## config.mk

```make
export PLATFORM = sky130hd
export DESIGN_NAME = int_num_resolver
export DESIGN_NICKNAME = d
export VERILOG_FILES = /design/src/rtl/intres_pkg.sv /design/src/rtl/lsb_finder.sv /design/src/rtl/bank_scan.sv /design/src/rtl/int_num_resolver.sv
export SDC_FILE = /design/constraint.sdc
export NUM_CORES = 1
export LEC_CHECK = 0
export ABC_AREA = 0
export BUFFER_PORTS_ARGS = -buffer_cell sky130_fd_sc_hd__buf_4
export CAP_MARGIN = 20
export CORE_MARGIN = 5
export CORE_UTILIZATION = 30
export CTS_CLUSTER_SIZE = 8
export DETAILED_ROUTE_END_ITERATION = 16
export PLACE_DENSITY = 0.71
export SYNTH_ARGS = -nofsm -noshare
export SYNTH_HDL_FRONTEND = slang
export SYNTH_SLANG_ARGS = --single-unit
```

## constraint.sdc

```tcl
create_clock -name clk_i -period 2.65 [get_ports clk_i]
set_input_delay 0.3975 -clock clk_i [delete_from_list [all_inputs] [get_ports clk_i]]
set_output_delay 0.3975 -clock clk_i [all_outputs]
set_load 0.02 [all_outputs]
```

## src/rtl/intres_pkg.sv

```systemverilog
package intres_pkg;

    localparam int LINE_N     = 8;
    localparam int BANK_W     = 32;
    localparam int NUM_W      = 7;
    localparam int SC1_N      = 5;
    localparam int SC2_N      = 6;
    localparam int FLAG1_POS  = LINE_N;
    localparam int FLAG2_POS  = LINE_N + 1;
    localparam int SC_LO      = LINE_N + 2;
    localparam int SC_N       = SC1_N + SC2_N;
    localparam int SUM_W      = SC_LO + SC_N;
    localparam int BANK1_BASE = LINE_N;
    localparam int BANK2_BASE = LINE_N + BANK_W;

    // Bank bit carried by shortcut k; k < SC1_N belongs to bank one.
    function automatic int sc_bit(input int k);
        case (k)
            0:       return 7;
            1:       return 9;
            2:       return 10;
            3:       return 18;
            4:       return 19;
            5:       return 21;
            6:       return 22;
            7:       return 23;
            8:       return 24;
            9:       return 25;
            default: return 30;
        endcase
    endfunction

    // Bank bits that have a shortcut copy and are skipped by the full scan.
    function automatic logic [BANK_W-1:0] sc_mask(input bit second);
        logic [BANK_W-1:0] m;
        m = '0;
        for (int k = 0; k < SC_N; k++) begin
            if ((k >= SC1_N) == second) m[sc_bit(k)] = 1'b1;
        end
        return m;
    endfunction

    typedef struct packed {
        logic             valid;
        logic [NUM_W-1:0] num;
    } res_t;

endpackage

```

## src/rtl/lsb_finder.sv

```systemverilog
module lsb_finder #(
    parameter int W  = 8,
    localparam int IW = (W > 1) ? $clog2(W) : 1
) (
    input  logic [W-1:0]  vec_i,
    output logic          found_o,
    output logic [IW-1:0] idx_o
);
    always_comb begin
        idx_o = '0;
        for (int i = W - 1; i >= 0; i--) begin
            if (vec_i[i]) idx_o = IW'(i);
        end
        found_o = |vec_i;
    end
endmodule

```

## src/rtl/bank_scan.sv

```systemverilog
module bank_scan
    import intres_pkg::*;
#(
    parameter int BASE   = BANK1_BASE,
    parameter bit SECOND = 1'b0
) (
    input  logic              flag_i,
    input  logic [BANK_W-1:0] pend_i,
    output logic              hit_o,
    output logic [NUM_W-1:0]  num_o
);
    localparam int IW = $clog2(BANK_W);
    localparam logic [BANK_W-1:0] SKIP = sc_mask(SECOND);

    logic [BANK_W-1:0] eligible;
    logic              found;
    logic [IW-1:0]     idx;

    assign eligible = pend_i & ~SKIP;

    lsb_finder #(.W(BANK_W)) find_i (
        .vec_i   (eligible),
        .found_o (found),
        .idx_o   (idx)
    );

    assign hit_o = flag_i & found;
    assign num_o = NUM_W'(BASE) + NUM_W'(idx);
endmodule

```

## src/rtl/int_num_resolver.sv

```systemverilog
module int_num_resolver
    import intres_pkg::*;
(
    input  logic              clk_i,
    input  logic              rst_ni,
    input  logic [SUM_W-1:0]  sum_pend_i,
    input  logic [BANK_W-1:0] bank1_pend_i,
    input  logic [BANK_W-1:0] bank2_pend_i,
    output logic [NUM_W-1:0]  irq_num_o,
    output logic              irq_valid_o
);
    localparam int LIW = (LINE_N > 1) ? $clog2(LINE_N) : 1;
    localparam int SIW = (SC_N > 1) ? $clog2(SC_N) : 1;

    logic             line_found, sc_found, b1_hit, b2_hit;
    logic [LIW-1:0]   line_idx;
    logic [SIW-1:0]   sc_idx;
    logic [NUM_W-1:0] b1_num, b2_num;
    res_t             st_d, st_q;

    lsb_finder #(.W(LINE_N)) line_find_i (
        .vec_i   (sum_pend_i[LINE_N-1:0]),
        .found_o (line_found),
        .idx_o   (line_idx)
    );

    // Shortcut bits are ordered by priority, so the lowest set one wins.
    lsb_finder #(.W(SC_N)) sc_find_i (
        .vec_i   (sum_pend_i[SUM_W-1:SC_LO]),
        .found_o (sc_found),
        .idx_o   (sc_idx)
    );

    bank_scan #(.BASE(BANK1_BASE), .SECOND(1'b0)) scan1_i (
        .flag_i (sum_pend_i[FLAG1_POS]),
        .pend_i (bank1_pend_i),
        .hit_o  (b1_hit),
        .num_o  (b1_num)
    );

    bank_scan #(.BASE(BANK2_BASE), .SECOND(1'b1)) scan2_i (
        .flag_i (sum_pend_i[FLAG2_POS]),
        .pend_i (bank2_pend_i),
        .hit_o  (b2_hit),
        .num_o  (b2_num)
    );

    always_comb begin
        st_d = '0;
        if (line_found) begin
            st_d.valid = 1'b1;
            st_d.num   = NUM_W'(line_idx);
        end else if (sc_found) begin
            st_d.valid = 1'b1;
            if (int'(sc_idx) < SC1_N)
                st_d.num = NUM_W'(BANK1_BASE + sc_bit(int'(sc_idx)));
            else
                st_d.num = NUM_W'(BANK2_BASE + sc_bit(int'(sc_idx)));
        end else if (b1_hit) begin
            st_d.valid = 1'b1;
            st_d.num   = b1_num;
        end else if (b2_hit) begin
            st_d.valid = 1'b1;
            st_d.num   = b2_num;
        end
    end

    always_ff @(posedge clk_i) begin
        if (!rst_ni) st_q <= '0;
        else         st_q <= st_d;
    end

    assign irq_num_o   = st_q.num;
    assign irq_valid_o = st_q.valid;
endmodule

```

==> results.sh <==
export IMPL_multi_input_area_um2=1200
export IMPL_switching_share_pct=31.6
export IMPL_coreArea_um2=4440
export IMPL_timing_final_crit_period_ns=2.07
export IMPL_start_util_pct=31.4
export IMPL_p_clk_share_pct=28.9
export IMPL_synth_seq_cells=8
export IMPL_grt_pass1_vias=1822
export IMPL_seqPwrFrac_pct=24.8
export IMPL_syn2layout_area_growth_pct=53.3
export IMPL_critPathMaxFanout=4
export IMPL_grt_max_degree=8
export IMPL_via_count=1879
export IMPL_p_per_area_nw_per_um2=234
export IMPL_slew_headroom_pct=63.5
export IMPL_min_period_over_period_pct=78.0
export IMPL_postSynthNetCount=303
export IMPL_hp_class="primary input to register"
export IMPL_final_area_um2=2140
export IMPL_numCtsBuffers=3
export IMPL_pin_count=95
export IMPL_track_usage_pct=14.5
export IMPL_routabilityCongestion=0.875
export IMPL_post_cts_buffers=0
export IMPL_grt_pass1_wl_um=7600
export IMPL_start_kind="primary input"
export IMPL_antenna_found_initial=0
export IMPL_synth_edff_count=0
export IMPL_die_x_um=78.3
export IMPL_synth_seq_area_share_pct=11.5
export IMPL_setup_tns_ns=0
export IMPL_synth_area_um2=1400
export IMPL_synth_async_reset_ratio_pct=0
export IMPL_slew_violations=0
export IMPL_die_area_um2=6120
export IMPL_hold_viol_final=0
export IMPL_avgRoutedWirePerCell_um=13.0
export IMPL_ant_nets=0
export IMPL_dr_pass1_iters=4
export IMPL_p_int_w=0.000342
export IMPL_fmax_mhz=484
export IMPL_drc=0
export IMPL_clk_pin_slew_ns=0.04
export IMPL_cts_resized=0
export IMPL_ir_worst_vdd_v=0.000111
export IMPL_diodes=0
export IMPL_routed_wl_um=4550
export IMPL_avgSynthCellArea_um2=6.69
export IMPL_drv_cap=0
export IMPL_cts_root_buf="clkbuf_8"
export IMPL_nets=393
export IMPL_ys_flop_type="dfxtp_1"
export IMPL_p_comb_share_pct=46.3
export IMPL_finalSetupViolCount=0
export IMPL_rows=24
export IMPL_placed_cell_area_um2=2100
export IMPL_cpMostUsedCell="a21oi_1"
export IMPL_cp_slowest_cell="a221oi_1"
export IMPL_grt_overflow=0
export IMPL_critPathKind="primary input to register"
export IMPL_chipHeight_um=78.3
export IMPL_clock_sinks=8
export IMPL_cts_buffer_depth=2
export IMPL_tightest_slew_ns=0.541
export IMPL_post_drt_via_cell_ratio=5.38
export IMPL_rsz0062_at_grt="no"
export IMPL_p_leak_nw=0.918
export IMPL_cp_end_kind="register"
export IMPL_worstPathRequired_ns=2.77
export IMPL_yosys_warnings=0
export IMPL_drt_iter0_markers=105
export IMPL_slowest_delay_ns=0.30
export IMPL_final_fill_count=457
export IMPL_final_layout_size_suffix_gt1_share_pct=33.3
export IMPL_hold_buffers=0
export IMPL_hpwl_um=4000
export IMPL_cp_arrival_ns=2.19
export IMPL_ctsHtreeMaxLevel=1
export IMPL_yosysUniqueCellTypes=46
export IMPL_seq_area_um2=160
export IMPL_status="finished, final reports clean"
export IMPL_cp_cell_sequence="buf_4 -> inv_1 -> a21oi_1 -> o21bai_1 -> a21oi_1 -> nor2_1 -> nor2_1 -> or2_1 -> ha_1 -> nor3_1 -> a21oi_1 -> nand3_1 -> a31oi_1 -> a221oi_1"
export IMPL_synthCells=209
export IMPL_switchingPower_w=0.000158
export IMPL_cts_tree="built"
export IMPL_port_buffer_count=83
[cell usage after synthesis (4+ instances only)]
cell	instances	area (um^2)
a21oi_1	23	115
nor4_1	13	81.3
or4_1	5	37.5
ha_1	7	87.6
dfxtp_1	8	160
nand2_1	16	60.1
nor2b_1	6	37.5
nor3_1	8	40.0
nand2b_1	4	25.0
inv_1	10	37.5
a31oi_1	4	25.0
o21ai_0	6	30.0
nor2_1	40	150
nand3_1	8	40.0
[layout make-up]
cell class / count / area share, %
multi-input cells: 191 / 56.0
repair buffers: 85 / 29.8
flip-flops and latches: 8 / 7.48
well taps: 52 / 3.04
clock buffers: 3 / 1.93
inverters: 10 / 1.75
[through the flow]
stage | hold WS, ns | power, W | utilization (%) | setup slack, ns | cells
after global routing | 0.435 | 0.000537 | 48.2 | 0.335 | 349
after detailed placement | 0.652 | 0.000357 | 47.3 | 0.375 | 346
final | 0.419 | 0.000501 | 48.2 | 0.582 | 349
after floorplan | 0.515 | 0.000211 | - | 0.723 | 209
after global placement | 0.670 | 0.000354 | 47.3 | 0.386 | 346
after CTS | 0.413 | 0.000506 | 48.2 | 0.616 | 349
[routing by layer]
layer  track usage, %  wire [um]  vias to the layer above
met4             3.67         44                        0
met5                0          0                        -
met2             24.3       2060                       62
li1                 -          -                      988
met1             18.9       2080                      825
met3             2.97        367                        4
[path summary, 6_finish.rpt]
| check | start | to | depth (start not counted) |
|---|---|---|---|
| max | sum_pend_i[18] | irq_num_o[2]$_SDFF_PN0_ | 14 |
| min | rst_ni | irq_valid_o$_SDFF_PN0_ | 2 |
[critical path, delay by kind of cell]
family	cells	cell delay (ns)
AO/OA/AOI/OAI	6	0.68
adder cells (fa/ha/maj)	1	0.23
buffers and inverters	2	0.16
AND/OR/NAND/NOR	5	0.72
[power by group through the flow]
stage / clock [W] / combinational, W / sequential, W
after detailed placement: 0 / 0.000231 / 0.000126
after CTS: 0.000150 / 0.000232 / 0.000124
final: 0.000145 / 0.000232 / 0.000124
after global routing: 0.000155 / 0.000258 / 0.000124
after global placement: 0 / 0.000228 / 0.000126
after floorplan: 0 / 0.0000820 / 0.000129
[logic make-up (layout without fill, tap and decap cells)]
logic type | Yosys count | after routing | share of synthesized area, %
compound gates | 69 | 69 | 32.8
xor+xnor | 1 | 1 | 0.627
fa+ha+maj | 7 | 7 | 6.27
buf+inv | 10 | 98 | 2.69
flops | 8 | 8 | 11.5
simple gates | 114 | 114 | 46.2
[sequential cells by signal, indices dropped and copies added (netlist names)]
name,count
irq_num_o,7
irq_valid_o,1
[layout by cell type, fill, tap and decap left out, types with 2 or more instances in the layout]
master	synthesis	routed
a2111oi_0	2	2
a21o_1	2	2
a21oi_1	23	23
a221oi_1	2	2
a311oi_1	2	2
a31oi_1	4	4
buf_4	0	85
clkbuf_8	0	3
dfxtp_1	8	8
ha_1	7	7
inv_1	10	10
nand2_1	16	16
nand2b_1	4	4
nand3_1	8	8
nor2_1	40	40
nor2b_1	6	6
nor3_1	8	8
nor4_1	13	13
nor4_2	2	2
nor4_4	3	3
o211ai_1	3	3
o21a_1	3	3
o21ai_0	6	6
o21ai_1	3	3
o21bai_1	3	3
o311ai_0	2	2
o311ai_1	2	2
o31ai_1	2	2
o41ai_1	2	2
or4_1	5	5
No activity file was read; power rests on OpenSTA's default activity.
